### src/rtl/uart_irq_pkg.sv
package uart_irq_pkg;
  localparam int MDM_N   = 4;
  localparam int MDM_CTS = 0;
  localparam int MDM_DSR = 1;
  localparam int MDM_RI  = 2;
  localparam int MDM_CD  = 3;
  localparam int LSR_ERR_W = 4;
  localparam int IER_W = 4;
  localparam int MCR_W = 5;

  typedef enum logic [7:0] {
    IID_NONE = 8'h01,
    IID_LINE = 8'h06,
    IID_RXD  = 8'h04,
    IID_TXE  = 8'h02,
    IID_MDM  = 8'h00
  } iid_e;
endpackage

### src/rtl/uart_irq_sync.sv
module uart_irq_sync #(
  parameter int WIDTH = 4,
  parameter int STAGES = 2,
  parameter logic [WIDTH-1:0] RST_VAL = '1
) (
  input  logic             clk_i,
  input  logic             rst_ni,
  input  logic [WIDTH-1:0] d_i,
  output logic [WIDTH-1:0] q_o
);
  logic [WIDTH-1:0] chain_q [STAGES];

  always_ff @(posedge clk_i or negedge rst_ni) begin
    if (!rst_ni) begin
      for (int i = 0; i < STAGES; i++) chain_q[i] <= RST_VAL;
    end else begin
      chain_q[0] <= d_i;
      for (int i = 1; i < STAGES; i++) chain_q[i] <= chain_q[i-1];
    end
  end

  assign q_o = chain_q[STAGES-1];
endmodule

### src/rtl/uart_msr_track.sv
module uart_msr_track
  import uart_irq_pkg::*;
(
  input  logic             clk_i,
  input  logic             rst_ni,
  input  logic [MDM_N-1:0] lvl_i,   // asserted levels, index per MDM_* constants
  input  logic             rd_i,
  output logic [MDM_N-1:0] delta_o,
  output logic [7:0]       msr_o
);
  logic [MDM_N-1:0] lvl_q, delta_q, hit;

  for (genvar g = 0; g < MDM_N; g++) begin : g_hit
    if (g == MDM_RI) begin : g_trail
      assign hit[g] = lvl_q[g] & ~lvl_i[g];
    end else begin : g_any
      assign hit[g] = lvl_q[g] ^ lvl_i[g];
    end
  end

  always_ff @(posedge clk_i or negedge rst_ni) begin
    if (!rst_ni) begin
      lvl_q   <= '0;
      delta_q <= '0;
    end else begin
      lvl_q   <= lvl_i;
      delta_q <= (rd_i ? '0 : delta_q) | hit;  // new change beats the clear
    end
  end

  assign delta_o = delta_q;
  assign msr_o   = {lvl_i, delta_q};
endmodule

### src/rtl/uart_irq_src.sv
module uart_irq_src
  import uart_irq_pkg::*;
(
  input  logic                 clk_i,
  input  logic                 rst_ni,
  input  logic [IER_W-1:0]     ier_i,
  input  logic [LSR_ERR_W-1:0] lsr_err_i,
  input  logic                 rx_load_i,
  input  logic                 thr_empty_i,
  input  logic                 lsr_rd_i,
  input  logic                 rhr_rd_i,
  input  logic                 thr_wr_i,
  input  logic                 iir_rd_i,
  input  logic                 mdm_any_i,
  output logic                 irq_o,
  output iid_e                 iid_o
);
  logic [LSR_ERR_W-1:0] err_q;
  logic rx_q, tx_q, empty_q, tx_en_q;
  logic ls_pend, rx_pend, tx_pend, ms_pend, tx_set, tx_clr;

  assign tx_set = (thr_empty_i & ~empty_q) | (thr_empty_i & ier_i[1] & ~tx_en_q);
  assign tx_clr = thr_wr_i | (iir_rd_i && iid_o == IID_TXE);

  always_ff @(posedge clk_i or negedge rst_ni) begin
    if (!rst_ni) begin
      err_q   <= '0;
      rx_q    <= 1'b0;
      tx_q    <= 1'b0;
      empty_q <= 1'b0;
      tx_en_q <= 1'b0;
    end else begin
      empty_q <= thr_empty_i;
      tx_en_q <= ier_i[1];
      err_q   <= (lsr_rd_i ? '0 : err_q) | lsr_err_i;
      rx_q    <= (rx_q & ~rhr_rd_i) | rx_load_i;
      tx_q    <= (tx_q & ~tx_clr) | tx_set;
    end
  end

  assign ls_pend = (|err_q) & ier_i[2];
  assign rx_pend = rx_q & ier_i[0];
  assign tx_pend = tx_q & ier_i[1];
  assign ms_pend = mdm_any_i & ier_i[3];

  always_comb begin
    if (ls_pend)      iid_o = IID_LINE;
    else if (rx_pend) iid_o = IID_RXD;
    else if (tx_pend) iid_o = IID_TXE;
    else if (ms_pend) iid_o = IID_MDM;
    else              iid_o = IID_NONE;
  end

  assign irq_o = ls_pend | rx_pend | tx_pend | ms_pend;
endmodule

### src/rtl/uart_irq_unit.sv
module uart_irq_unit
  import uart_irq_pkg::*;
#(
  parameter int SYNC_STAGES = 2
) (
  input  logic                 clk_i,
  input  logic                 rst_ni,
  input  logic [IER_W-1:0]     ier_i,
  input  logic [MCR_W-1:0]     mcr_i,
  input  logic                 cts_ni,
  input  logic                 dsr_ni,
  input  logic                 ri_ni,
  input  logic                 cd_ni,
  input  logic [LSR_ERR_W-1:0] lsr_err_i,
  input  logic                 rx_load_i,
  input  logic                 thr_empty_i,
  input  logic                 lsr_rd_i,
  input  logic                 rhr_rd_i,
  input  logic                 thr_wr_i,
  input  logic                 iir_rd_i,
  input  logic                 msr_rd_i,
  output logic                 irq_o,
  output logic [7:0]           iir_o,
  output logic [7:0]           msr_o,
  output logic                 dtr_no,
  output logic                 rts_no,
  output logic                 op2_no
);
  logic [MDM_N-1:0] pin_n, pin_sync_n, pin_lvl, loop_lvl, lvl, delta;
  iid_e iid;

  assign pin_n = {cd_ni, ri_ni, dsr_ni, cts_ni};

  if (SYNC_STAGES > 0) begin : g_sync
    uart_irq_sync #(.WIDTH(MDM_N), .STAGES(SYNC_STAGES), .RST_VAL('1)) u_sync (
      .clk_i (clk_i),
      .rst_ni(rst_ni),
      .d_i   (pin_n),
      .q_o   (pin_sync_n)
    );
  end else begin : g_nosync
    assign pin_sync_n = pin_n;
  end

  assign pin_lvl  = ~pin_sync_n;
  assign loop_lvl = {mcr_i[3], mcr_i[2], mcr_i[0], mcr_i[1]};
  assign lvl      = mcr_i[4] ? loop_lvl : pin_lvl;

  uart_msr_track u_msr (
    .clk_i  (clk_i),
    .rst_ni (rst_ni),
    .lvl_i  (lvl),
    .rd_i   (msr_rd_i),
    .delta_o(delta),
    .msr_o  (msr_o)
  );

  uart_irq_src u_src (
    .clk_i      (clk_i),
    .rst_ni     (rst_ni),
    .ier_i      (ier_i),
    .lsr_err_i  (lsr_err_i),
    .rx_load_i  (rx_load_i),
    .thr_empty_i(thr_empty_i),
    .lsr_rd_i   (lsr_rd_i),
    .rhr_rd_i   (rhr_rd_i),
    .thr_wr_i   (thr_wr_i),
    .iir_rd_i   (iir_rd_i),
    .mdm_any_i  (|delta),
    .irq_o      (irq_o),
    .iid_o      (iid)
  );

  assign iir_o  = iid;
  assign dtr_no = ~mcr_i[0];
  assign rts_no = ~mcr_i[1];
  assign op2_no = ~mcr_i[3];
endmodule

### config.mk
export PLATFORM = sky130hd
export DESIGN_NAME = uart_irq_unit
export DESIGN_NICKNAME = d
export VERILOG_FILES = /design/src/rtl/uart_irq_pkg.sv /design/src/rtl/uart_irq_sync.sv /design/src/rtl/uart_msr_track.sv /design/src/rtl/uart_irq_src.sv /design/src/rtl/uart_irq_unit.sv
export SDC_FILE = /design/constraint.sdc
export NUM_CORES = 1
export LEC_CHECK = 0
export BUFFER_PORTS_ARGS = -buffer_cell sky130_fd_sc_hd__buf_2
export CAP_MARGIN = 20
export CELL_PAD_IN_SITES_DETAIL_PLACEMENT = 1
export CELL_PAD_IN_SITES_GLOBAL_PLACEMENT = 1
export CORE_MARGIN = 2
export CORE_UTILIZATION = 33
export CTS_BUF_LIST = sky130_fd_sc_hd__clkbuf_16
export DETAILED_ROUTE_END_ITERATION = 12
export PLACE_DENSITY_LB_ADDON = 0.1
export SETUP_SLACK_MARGIN = 0.4
export SYNTH_ARGS = -nofsm -noshare
export SYNTH_HDL_FRONTEND = slang
export SYNTH_SLANG_ARGS = --single-unit
### constraint.sdc
create_clock -name clk_i -period 1.8 [get_ports clk_i]
set_input_delay 0.45 -clock clk_i [delete_from_list [all_inputs] [get_ports clk_i]]
set_output_delay 0.45 -clock clk_i [all_outputs]
set_load 0.005 [all_outputs]
[After elaboration in Yosys (flattened, before gate mapping)]
Cells that the tools add are included.
W data, S select, Z words.
Word-level totals
  register bits after elaboration: 24
  bits of input ports: 26
  output and inout bits: 20
  logic and storage cells: 51
Cells by class
  equal/unequal tests: 1
  multiplexer cells: 7
  bitwise gates (word level): 31
  reductions and logical operators: 3
Operators with widths (count)
  $mux W8: 3
  $mux W4: 3
  $and A1 B1 Y1: 10
  $eq A8 B2 Y1 const B: 1
  $not A1 Y1: 8
  $or A4 B4 Y4: 2
  $reduce_or A4 Y1: 2
  $or A1 B1 Y1: 7
  $not A4 Y4: 1
  $xor A1 B1 Y1: 3
  $logic_and A1 B1 Y1: 1
  $mux W1: 1

[Longest topological paths before layout]
  depth after elaboration: 12
  depth in mapped cells: 3

[Modules after synthesis]
A second synthesis with hierarchy kept.
Second synthesis, totals
  cells, all modules: 85
  area, all modules: 992.2 um2
By module, submodules not included
  uart_irq_src: times used 1, cells each 33, area an instance 371.6 um2, seq. area each 200.2 um2
  uart_msr_track: times used 1, cells each 28, area an instance 326.6 um2, seq. area each 200.2 um2
  uart_irq_sync: times used 1, cells each 12, area an instance 240.2 um2, seq. area each 210.2 um2
  uart_irq_unit: times used 1, cells each 12, area an instance 53.8 um2, seq. area each 0.0 um2

[Worst setup path before layout]
OpenSTA, ideal clock, no wires.
  path kind: flip-flop to output port
  start point: reg u_msr.delta_q[0], in the netlist u_msr.delta_o[0]
  end point: out irq_o
  data arrival time: 1.216 ns
  data required time: 1.350 ns
  slack: 0.134 ns
  cell stages (with the launch flop): 3
  cells stage by stage: dfrtp_1 -> or4_4 -> a221o_1
Between the ends
  longest elaborated chain between the ends: 3
RTL lines
  start: declaration: line uart_msr_track.sv:11  | logic [MDM_N-1:0] lvl_q, delta_q, hit;
  start signal: assignment: line uart_msr_track.sv:27  | delta_q <= (rd_i ? '0 : delta_q) | hit;
  $reduce_or A4 Y1: line uart_irq_unit.sv:69  | .mdm_any_i (|delta),
  $and A1 B1 Y1: line uart_irq_src.sv:44  | assign ms_pend = mdm_any_i & ier_i[3];
  $or A1 B1 Y1: line uart_irq_src.sv:54  | assign irq_o = ls_pend | rx_pend | tx_pend | ms_pend;
  end: declaration: line uart_irq_unit.sv:22  | output logic irq_o,
Every way passes these cells.

[Worst setup path in the final report]
Ends and elaborated chain as after synthesis.

==> results by group <==
Die
  – Die extent in y: 57.75 um
  – IO Pins: 46
  – Rows: 19
  – Die W: 57.75 um
  – Die area: 3335 um^2
  – Starting density of the core: 0.3457
  – Core area: 2758 um^2

Yosys
  – Synth Register Bits: 24
  – Adder-Cell Fraction of Synth Area: 0
  – Mean Syn Cell Area: 12.07 um^2
  – Compound-Gate Fraction of Synth Area: 0.1312
  – Largest area contributor in the netlist: dfrtp_1
  – XOR/XNOR Fraction of Synth Area: 0
  – Post-synth top flop: dfrtp_1
  – Register area share after synthesis: 0.6404
  – Yosys warns: 0
  – Synthesized cell area: 953.4 um^2
  – Synth async-reset ratio: 1.000
  – Count of cell types in the netlist: 22
  – Simple-Gate Fraction of Synth Area: 0.1496
  – Post-synth EDFFs: 0
  – Largest family of logic cells by synthesized area: simple AND/OR/NAND/NOR gates
  – Mux contribution to synthesized area: 0
  – Top-area cell type share of the netlist area: 0.4199
  – Area contributors post-synth: dfrtp_1 (42%), dfstp_2 (22%), a21o_1 (3.9%)
  – Synth Instances: 79

Clock network
  – CTS tree: done
  – Sink Count: 24
  – Inserted Clock Buffers: 3
  – H-tree levels: 1
  – Clk_lat worst skew: 260 ps
  – Clock root buffer master: clkbuf_16
  – Clk slew on worst S/H paths: 60 ps
  – Clk buf depth: 2

Timing
  – Slew HR: 0.6517
  – RSZ-0062 raised after global routing: true
  – Final setup vio count: 4
  – Final period utilization: 1.136
  – Worst slew pin tran: 522.4 ps
  – Worst hold slack: 162.7 ps
  – Final setup skew: 1.840 ps
  – Peak Freq: 489.1 MHz
  – Final setup margin: -244.8 ps
  – Hold Fails Final Rpt: 0
  – Max Slew Vio Count: 0
  – Fin crit period: 2045 ps
  – Setup TNS Final: -672.6 ps

Final layout
  – Ant diodes: 0
  – Final Net Count: 161
  – Final Non-Filler Cells: 165
  – Layout cell share with drive strength beyond 1: 0.5746
  – Filler cells: 311
  – Synthesis-to-finish area growth: 48.95%

Run status
  – Failing checks: negative setup slack
  – Status: complete, but fails checks

Placed design
  – Post-Place Cells: 152
  – Placer congestion estimate: 0.6890
  – Post-DP HPWL: 1516 um
  – PortBufs: 40
  – Setup WS pre-CTS: 16.14 ps

GRT
  – Global-route wire length before repair: 3601 um
  – Global Route Usage Sum: 0.1447
  – Pin count of the biggest net entering global routing: 25
  – Initial antenna violation count: 0
  – Vias in the first global route: 791
  – GRT Residual Overflow: 0

Routing
  – Final WL: 2148 um
  – Initial DRC count: 12
  – Routed len/inst: 13.02 um
  – ANT nets after route: 0
  – Vias/cell: 4.667
  – Vias: 770
  – Drt pass-1 iters: 2
  – # DRC: 0

Setup path
  – Kind of end point of the critical path: output pin
  – WP data required: 1350 ps
  – Critical path peak fanout: 2
  – CP Class: reg -> out
  – Data arrival time of the worst path: 1590 ps
  – Startpoint Class: flip-flop

Worst hold path
  – Tightest Hold Check Type: in -> async

Power
  – P_leak: 0.7207 nW
  – Pwr/cell area: 905.2 nW/um^2
  – Overall power: 1.285 mW
  – Max VDD drop: 0.6164 mV

Job
  – Max Cap Viol: 0
==> what timing repair did <==
action / 4_1_cts / 5_1_grt
pin swaps: 5 / 2
hold buffers: 0 / 0
resized for setup: 18 / 4
setup endpoints to repair: 9 / 9
buffers inserted: 6 / 3
==> layout by cell type (no fill, tap or decap) <==
cell type | synthesis | layout
inv_1 | 9 | 9
dfrtp_1 | 16 | 16
conb_1 | 1 | 5
clkinv_1 | 0 | 1
buf_2 | 0 | 38
buf_4 | 5 | 11
nor2_4 | 0 | 2
or3_1 | 3 | 3
nor2b_1 | 6 | 1
nor2b_4 | 0 | 3
or2b_1 | 1 | 1
a21o_1 | 5 | 5
o22ai_1 | 1 | 1
buf_6 | 0 | 3
nor2_2 | 0 | 1
a221oi_2 | 0 | 1
nand4_1 | 1 | 1
clkbuf_16 | 0 | 3
dfstp_2 | 8 | 8
nand2b_1 | 2 | 2
nand2_1 | 3 | 2
or4_4 | 1 | 1
o21ai_4 | 0 | 1
o21ai_0 | 5 | 4
nand3_1 | 4 | 4
a221o_1 | 1 | 1
nor2b_2 | 0 | 2
nand2_2 | 1 | 2
o41ai_4 | 1 | 1
a32o_1 | 1 | 1
==> final timing paths <==
| check | start | to | slack (ps) | depth (start not counted) |
|---|---|---|---|---|
| hold reg to reg | g_sync.u_sync.chain_q[4]$_DFF_PN1_ | g_sync.u_sync.q_o[0]$_DFF_PN1_ | 360 | 0 |
| setup / recovery | u_msr.delta_o[0]$_DFF_PN0_ | irq_o | -240 | 3 |
| hold / removal | rst_ni | u_src.tx_en_q$_DFF_PN0_ | 160 | 1 |
| min in group clk_i | cts_ni | g_sync.u_sync.chain_q[4]$_DFF_PN1_ | 290 | 1 |
| setup reg to reg | u_src.err_q[2]$_DFF_PN0_ | u_src.tx_q$_DFF_PN0_ | 150 | 7 |
| max in group asynchronous | rst_ni | g_sync.u_sync.chain_q[6]$_DFF_PN1_ | 1270 | 1 |
==> critical path, cell delays in order, from the launching register on <==
cell     delay, ps
dfrtp_1        370
or4_4          550
a221o_1        300
buf_2          120
==> state kept, by name, indices dropped and copies added, names as in the netlist, 4 cells and up <==
register	cells
u_msr.lvl_q	4
g_sync.u_sync.chain_q	4
g_sync.u_sync.q_o	4
u_msr.delta_o	4
u_src.err_q	4
==> cell type report <==
type | count | area (um^2) | share of cell area
Sequential cell | 24 | 610.6 | 0.4300
Multi-Input combinational cell | 45 | 351.6 | 0.2476
Timing Repair Buffer | 52 | 306.5 | 0.2159
Clock buffer | 3 | 75.07 | 0.05286
Tap cell | 31 | 38.79 | 0.02731
Inverter | 9 | 33.78 | 0.02379
Clock inverter | 1 | 3.754 | 0.002643
==> cell families after synthesis <==
family | Yosys count
AOI/OAI and AO/OA | 15
buffers and inverters | 14
DFF | 24
other | 1
and+or+nand+nor | 25
==> synth_stat cells (all sizes together), types with 2 or more instances <==
master  count
dfstp       8
a21o        5
nor2b       6
nand2b      2
inv         9
buf         5
dfrtp      16
nand2       4
nor2        3
or3         3
nand3       4
o21ai       5
==> per-stage QoR <==
stage | util | cell area (um^2)
after global placement | 0.4324 | 1192
final | 0.5150 | 1420
after global routing | 0.5150 | 1420
after detailed placement | 0.4324 | 1192
after floorplan | - | 968.4
after CTS | 0.4995 | 1378
==> power breakdown <==
part | internal [mW] | total (mW) | switching [mW]
clock network | 0.297 | 0.483 | 0.186
logic | 0.105 | 0.192 | 0.0866
registers | 0.587 | 0.611 | 0.0238
==> routing by layer <==
metal / vias up / track usage / wire, um
li1: 364 / - / -
met1: 373 / 0.1888 / 854
met2: 28 / 0.2338 / 1116
met3: 5 / 0.03125 / 143
met4: 0 / 0.05980 / 33
met5: - / 0 / 0
Power figures use the tool's default switching activity.
